## src/rtl/ext_irq_pkg.sv

```systemverilog
package ext_irq_pkg;

  localparam int LINES      = 4;
  localparam int WORD_W     = 32;
  localparam int MASTER_BIT = 12;
  localparam int ROUTE_BIT  = 0;

  typedef enum logic [1:0] {
    TRIG_HIGH = 2'd0,
    TRIG_RISE = 2'd1,
    TRIG_FALL = 2'd2,
    TRIG_LOW  = 2'd3
  } trig_e;

  function automatic int trig_lsb(input int n);
    return 22 - 2 * n;
  endfunction

  function automatic int enable_pos(input int n);
    return 11 - n;
  endfunction

  function automatic int clear_pos(input int n);
    return 27 - n;
  endfunction

  function automatic logic [WORD_W-1:0] writable_mask();
    logic [WORD_W-1:0] m;
    m = '0;
    for (int n = 0; n < LINES; n++) begin
      m[trig_lsb(n)]     = 1'b1;
      m[trig_lsb(n) + 1] = 1'b1;
      m[enable_pos(n)]   = 1'b1;
    end
    m[MASTER_BIT] = 1'b1;
    m[ROUTE_BIT]  = 1'b1;
    return m;
  endfunction

  localparam logic [WORD_W-1:0] CTRL_WMASK = writable_mask();

endpackage

```

## src/rtl/ext_irq_sync.sv

```systemverilog
module ext_irq_sync #(
  parameter int LINES  = 4,
  parameter int STAGES = 2
) (
  input  logic             clk,
  input  logic             rst_n,
  input  logic [LINES-1:0] pin_i,
  output logic [LINES-1:0] sync_o
);

  for (genvar i = 0; i < LINES; i++) begin : g_line
    logic [STAGES-1:0] stg_q;
    logic [STAGES-1:0] stg_d;

    always_comb begin
      stg_d = {stg_q[STAGES-2:0], pin_i[i]};
    end

    always_ff @(posedge clk or negedge rst_n) begin
      if (!rst_n) stg_q <= '0;
      else        stg_q <= stg_d;
    end

    assign sync_o[i] = stg_q[STAGES-1];
  end

endmodule

```

## src/rtl/ext_irq_regs.sv

```systemverilog
module ext_irq_regs
  import ext_irq_pkg::*;
#(
  parameter int NLINES = LINES
) (
  input  logic                   clk,
  input  logic                   rst_n,
  input  logic                   wr_i,
  input  logic [WORD_W-1:0]      wdata_i,
  output logic [WORD_W-1:0]      rdata_o,
  output logic [NLINES-1:0][1:0] trig_o,
  output logic [NLINES-1:0]      en_o,
  output logic [NLINES-1:0]      clr_o,
  output logic                   master_o,
  output logic                   route_o
);

  logic [WORD_W-1:0] ctrl_q;
  logic [WORD_W-1:0] ctrl_d;
  logic              ctrl_ce;

  assign ctrl_ce = wr_i;

  always_comb begin
    ctrl_d = wdata_i & CTRL_WMASK;
  end

  always_ff @(posedge clk or negedge rst_n) begin
    if (!rst_n)       ctrl_q <= '0;
    else if (ctrl_ce) ctrl_q <= ctrl_d;
  end

  for (genvar n = 0; n < NLINES; n++) begin : g_fld
    assign trig_o[n] = ctrl_q[trig_lsb(n) +: 2];
    assign en_o[n]   = ctrl_q[enable_pos(n)];
    assign clr_o[n]  = wr_i & wdata_i[clear_pos(n)];
  end

  assign master_o = ctrl_q[MASTER_BIT];
  assign route_o  = ctrl_q[ROUTE_BIT];
  assign rdata_o  = ctrl_q;

endmodule

```

## src/rtl/ext_irq_line.sv

```systemverilog
module ext_irq_line
  import ext_irq_pkg::*;
(
  input  logic       clk,
  input  logic       rst_n,
  input  logic       sync_i,
  input  logic [1:0] trig_i,
  input  logic       en_i,
  input  logic       master_i,
  input  logic       clr_i,
  output logic       pend_o,
  output logic       req_o
);

  logic prev_q;
  logic pend_q;
  logic pend_d;
  logic edge_mode;
  logic hit;
  logic level_act;
  logic cond;

  always_comb begin
    edge_mode = trig_i[0] ^ trig_i[1];
    hit       = 1'b0;
    if (trig_i == TRIG_RISE) hit = sync_i & ~prev_q;
    if (trig_i == TRIG_FALL) hit = ~sync_i & prev_q;
    pend_d    = hit | (pend_q & ~clr_i);
    level_act = sync_i ^ (trig_i == TRIG_LOW);
    cond      = edge_mode ? pend_q : level_act;
  end

  always_ff @(posedge clk or negedge rst_n) begin
    if (!rst_n) begin
      prev_q <= 1'b0;
      pend_q <= 1'b0;
    end else begin
      prev_q <= sync_i;
      pend_q <= pend_d;
    end
  end

  assign pend_o = pend_q;
  assign req_o  = cond & en_i & master_i;

endmodule

```

## src/rtl/ext_irq_ctrl.sv

```systemverilog
module ext_irq_ctrl
  import ext_irq_pkg::*;
#(
  parameter int SYNC_STAGES = 2
) (
  input  logic        clk,
  input  logic        rst_n,
  input  logic [3:0]  irq_pin,
  input  logic        cfg_wr,
  input  logic [31:0] cfg_wdata,
  output logic [31:0] cfg_rdata,
  output logic        crit_req,
  output logic [2:0]  main_req,
  output logic        crit_route_normal
);

  logic [LINES-1:0]      sync_w;
  logic [LINES-1:0][1:0] trig_w;
  logic [LINES-1:0]      en_w;
  logic [LINES-1:0]      clr_w;
  logic [LINES-1:0]      pend_w;
  logic [LINES-1:0]      req_w;
  logic                  master_w;

  ext_irq_sync #(.LINES(LINES), .STAGES(SYNC_STAGES)) u_sync (
    .clk    (clk),
    .rst_n  (rst_n),
    .pin_i  (irq_pin),
    .sync_o (sync_w)
  );

  ext_irq_regs #(.NLINES(LINES)) u_regs (
    .clk      (clk),
    .rst_n    (rst_n),
    .wr_i     (cfg_wr),
    .wdata_i  (cfg_wdata),
    .rdata_o  (cfg_rdata),
    .trig_o   (trig_w),
    .en_o     (en_w),
    .clr_o    (clr_w),
    .master_o (master_w),
    .route_o  (crit_route_normal)
  );

  for (genvar n = 0; n < LINES; n++) begin : g_ln
    ext_irq_line u_line (
      .clk      (clk),
      .rst_n    (rst_n),
      .sync_i   (sync_w[n]),
      .trig_i   (trig_w[n]),
      .en_i     (en_w[n]),
      .master_i (master_w),
      .clr_i    (clr_w[n]),
      .pend_o   (pend_w[n]),
      .req_o    (req_w[n])
    );
  end

  assign crit_req = req_w[0];
  assign main_req = req_w[LINES-1:1];

endmodule

```

## config.mk

```make
export PLATFORM = sky130hd
export DESIGN_NAME = ext_irq_ctrl
export DESIGN_NICKNAME = d
export VERILOG_FILES = /design/src/rtl/ext_irq_pkg.sv /design/src/rtl/ext_irq_sync.sv /design/src/rtl/ext_irq_regs.sv /design/src/rtl/ext_irq_line.sv /design/src/rtl/ext_irq_ctrl.sv
export SDC_FILE = /design/constraint.sdc
export NUM_CORES = 1
export LEC_CHECK = 0
export BUFFER_PORTS_ARGS = -buffer_cell sky130_fd_sc_hd__buf_2
export CAP_MARGIN = 5
export CORE_ASPECT_RATIO = 1.1
export CORE_MARGIN = 3
export CORE_UTILIZATION = 49
export CTS_CLUSTER_SIZE = 20
export DETAILED_ROUTE_END_ITERATION = 10
export PLACE_DENSITY = 0.91
export REMOVE_ABC_BUFFERS = 1
export SYNTH_ARGS = -nofsm -noshare
export SYNTH_HDL_FRONTEND = slang
export SYNTH_SLANG_ARGS = --single-unit
```

## constraint.sdc

```tcl
create_clock -name clk -period 1.8 [get_ports clk]
set_input_delay 0.27 -clock clk [delete_from_list [all_inputs] [get_ports clk]]
set_output_delay 0.27 -clock clk [all_outputs]
set_load 0.01 [all_outputs]
```

======== Word-level counts from Yosys, hierarchy flattened ========
Cells that the tools add are included.
word-level totals
  word-level logic and storage cells ...... 85
  input port bits ......................... 39
  output and inout bits ................... 37
  register bits after elaboration ......... 30
operators by class
  equal/unequal tests ..................... 12
  bitwise logic cells ..................... 48
  multiplexer cells ....................... 12
operators with widths
  cell                                            count
  bitwise AND 1 bit                               24
  == test 2 bit (second input constant)           8
  2-to-1 mux 1 bit                                12
  inverter 1 bit                                  12
  == test 2 x 1 -> 1 bit (second input constant)  4
  bitwise XOR 1 bit                               8
  OR 1 bit                                        4

======== Logic depth before layout (Yosys ltp) ========
  depth in word-level cells ............... 5
  gate-level depth with buffers ........... 5
  gate-level depth less buffers ........... 4

======== Hierarchy ========
From an unflattened synthesis, not the netlist that was laid out.
second synthesis, totals
  cell total of the unflattened synthesis .. 135
  area, all modules ....................... 1,651.6 µm²
by module, submodules not included
  module        instances  area each (µm²)  seq. area each (µm²)  cells an instance
  ext_irq_regs  1          835.8            350.3                 67
  ext_irq_line  4          146.4            50.0                  14
  ext_irq_sync  1          230.2            200.2                 12

======== Least setup slack after synthesis ========
OpenSTA, ideal clock, no wires.
  kind .................................... reg-to-output
  start point ............................. register u_regs.ctrl_q[16] (netlist: u_regs.rdata_o[16])
  end point ............................... output main_req[2]
  data required time ...................... 1.530 ns
  cell stages (with the launch flop) ...... 6
  path buffers ............................ 1
  arrival ................................. 1.113 ns
  slack ................................... 0.417 ns
  cells stage by stage .................... dfrtp_1 > inv_1 > ha_1 > o211ai_1 > a21oi_1 > buf_4
on the way
  word-level cells in the longest chain between the ends .. 5
  elaborated cells on any way between the ends .. 6
  classes of those cells .................. 1 x eq/ne; 1 x mux; 4 x bitwise
ends and longest elaborated chain
  item                                 line                RTL
  start: declaration                   ext_irq_regs.sv:18  logic [WORD_W-1:0] ctrl_q;
  start signal: assignment             ext_irq_regs.sv:30  else if (ctrl_ce) ctrl_q <= ctrl_d;
  == test 2 bit                        ext_irq_line.sv:29  level_act = sync_i ^ (trig_i == TRIG_LOW);
  bitwise XOR 1 bit                    ext_irq_line.sv:29
  2-to-1 mux 1 bit (*)                 ext_irq_line.sv:30  cond = edge_mode ? pend_q : level_act;
  bitwise AND 1 bit (*) (2 in series)  ext_irq_line.sv:44  assign req_o = cond & en_i & master_i;
  end: declaration                     ext_irq_ctrl.sv:13  output logic [2:0] main_req,
Every way passes the cells marked *; elsewhere a longest branch is shown, timed or not.

======== Final worst setup path ========
Same ends and word-level chain as after synthesis.

==> impl_metrics.yaml <==
job:
  maxCapViolCount: 0
cts:
  cts_sinks: 30
  cts_buffers: 5
  cts_tree: "done"
  clockBufferDepth: 2
  htreeDepth: 2
  path_clk_slew_ps: 90
  clock_latency_ps: 310
  root_buffer: "clkbuf_4"
floorplan:
  initial_core_util_pct: 53.22
  dieArea_um2: 3833
  coreArea_um2: 2878
  die_w_um: 59.31
  die_y_um: 64.64
  rows: 20
  io_pins: 76
global_route:
  grt_start_max_net_pins: 31
  grt_overflow: 0
  antenna_found_initial: 0
  grt_usage_pct: 14.48
  grt_pass1_vias: 932
  grt_pass1_wl_mm: 4.112
drt:
  drt_iter0_drc: 27
  drt-pass1-iter-count: 4
  vias: 964
  drc: 0
  wire_per_inst_um: 12.56
  wirelength_mm: 2.599
  ant_nets: 0
  viasPerCell: 4.657
logic_synthesis:
  synth_ff_type: "dfrtp_1"
  netlist_instances: 131
  synth_top_area_share_pct: 49.02
  async_reset_ff_share_pct: 100.0
  synth_most_common_cell: "dfrtp_1"
  ys_seq_elements: 30
  yosys.area.top_type: "dfrtp_1"
  synth_edf_count: 0
  avgSynthCellArea_um2: 11.69
  syn_area_um2: 1531
  ys_seq_area_share_pct: 49.02
  synth_cell_types: 18
  ys_warn_count: 0
  synthTopCellsByArea: "dfrtp_1 49%, buf_4 13%, ha_1 9.8%, mux2_4 3.9%, nand2_1 2.9%"
  netlist_top_cells_count: "30 x dfrtp_1, 27 x buf_4, 12 x ha_1, 12 x nand2_1"
placed_design:
  hpwl_mm: 1.912
  dpl_worst_slack_ps: 404.3
  place_inst: 194
  port_buffers: 43
  finalWeightedCongestion: 0.6949
setup_path:
  r2r_start: "u_regs.rdata_o[22]$_DFFE_PN0P_"
  critical_path_peak_fanout: 3
  crit_start: "u_regs.rdata_o[16]$_DFFE_PN0P_"
  required_ps: 1530
  path_class: "register to output port"
  end_kind: "output port"
  arrival_ps: 1440
  critPathLaunchType: "register"
timing:
  fin_crit_ps: 1706
  setup_ws_ps: 94.16
  tightest_slew_ps: 634.9
  fin_setup_tns_ps: 0
  fin_crit_sh_pct: 94.77
  setup_viol: 0
  rsz0062_at_grt: "true"
  fin_skew_ps: 3.488
  relSlewSlack_pct: 57.67
  fmaxAchievable_mhz: 586.2
  slew_viol_final: 0
  hold_violations: 0
power:
  p_leak_nw: 0.9419
  vdd_ir_drop_max_mv: 0.6687
  p_per_area_nw_per_um2: 832.9
hold_path:
  hold_path.class: "input port to register"
  holdCritStartpoint: "irq_pin[3]"
layout:
  fin_nets: 224
  drive_gt1_share_pct: 40.23
  area_delta_synth_final_pct: 15.11
  insertedDiodeCount: 0
  fin_cells: 207
  n_fill_cell: 247
outcome:
  status: "finished clean"
worst max-delay path, cell delays in order (launching register included):
cell	delay, ps
dfrtp_1	420
buf_4	150
ha_2	170
xnor2_1	120
a21oi_1	110
buf_2	140
kinds of logic after synthesis:
| kind of cell | Yosys count | synth area share [%] |
|---|---|---|
| AOI/OAI and AO/OA | 20 | 8.170 |
| xor gates and xnor gates | 4 | 2.287 |
| adders and majority gates | 12 | 9.804 |
| buffers and inverters | 38 | 17.24 |
| DFF | 30 | 49.02 |
| muxes | 6 | 5.392 |
| other | 1 | 0.2449 |
| and+or+nand+nor | 20 | 7.843 |
routing by layer:
layer	share of wire (%)	global-route usage (%)	wire length (um)
met1	40	17.16	1032
met2	51	23.50	1326
met3	9.0	5.578	234
met4	0.23	5.099	6
met5	0	0	0
per-stage QoR:
step	hold slack [ps]	power, mW	util, %	area [um2]
after detailed placement	334.7	1.047	56.22	1618
after floorplan	-25.59	0.9286	-	1361
final	51.66	1.468	61.26	1763
after CTS	33.08	1.461	58.65	1688
after global routing	23.39	1.574	61.26	1763
after global placement	327.7	1.036	56.22	1618
cells in the final DEF (no fill, tap or decap), types with 3 or more instances in the layout:
cell type / Yosys / final
dfrtp_1: 30 / 28
nand2_1: 12 / 12
conb_1: 1 / 18
inv_1: 8 / 5
ha_1: 12 / 7
nor4bb_1: 4 / 4
mux2_4: 4 / 4
clkbuf_4: 0 / 5
xnor2_1: 4 / 4
o211ai_1: 4 / 4
ha_4: 0 / 3
buf_2: 1 / 43
a21oi_1: 4 / 4
o21ai_0: 8 / 8
and3b_1: 4 / 4
buf_4: 27 / 4
a211o_1: 4 / 4
inv_2: 0 / 3
state kept, by name, indices dropped and copies added, names as in the netlist:
register,cells
g_ln.u_line.prev_q,4
g_ln.u_line.pend_o,4
u_regs.rdata_o,14
u_sync.g_line.stg_q,8
timing repair:
item,CTS,global route
endpoints found under the setup margin,0,4
hold endpoints to repair,30,0
gates resized for setup,0,10
hold buffers,1,0
buffers inserted,0,4
worst paths after layout:
check,to,slack (ps),cells after the start
worst max-delay path,main_req[2],90,5
worst min-delay path,u_sync.g_line[3].stg_q[0]$_DFF_PN0_,50,1
worst max register to register,g_ln[0].u_line.pend_o$_DFF_PN0_,600,4
worst min register to register,u_sync.g_line[0].stg_q[1]$_DFF_PN0_,350,0
max in group asynchronous,u_regs.rdata_o[17]$_DFFE_PN0P_,850,2
min in group asynchronous,u_regs.rdata_o[12]$_DFFE_PN0P_,500,2
layout make-up:
cell class / count / area (um2) / area share [%]
tap: 33 / 41.29 / 2.342
multi-input combinational: 80 / 623.1 / 35.34
sequential: 30 / 753.2 / 42.73
timing repair buffer: 48 / 255.2 / 14.48
clock buffer: 7 / 55.05 / 3.123
clock inverter: 1 / 5.005 / 0.2839
inverter: 8 / 30.03 / 1.703
power breakdown:
part	internal [mW]	switching (mW)	total (mW)
combinational	0.140	0.141	0.282
clock	0.189	0.214	0.403
sequential	0.734	0.0492	0.783
Note: power is estimated with default switching activity, not from simulation.
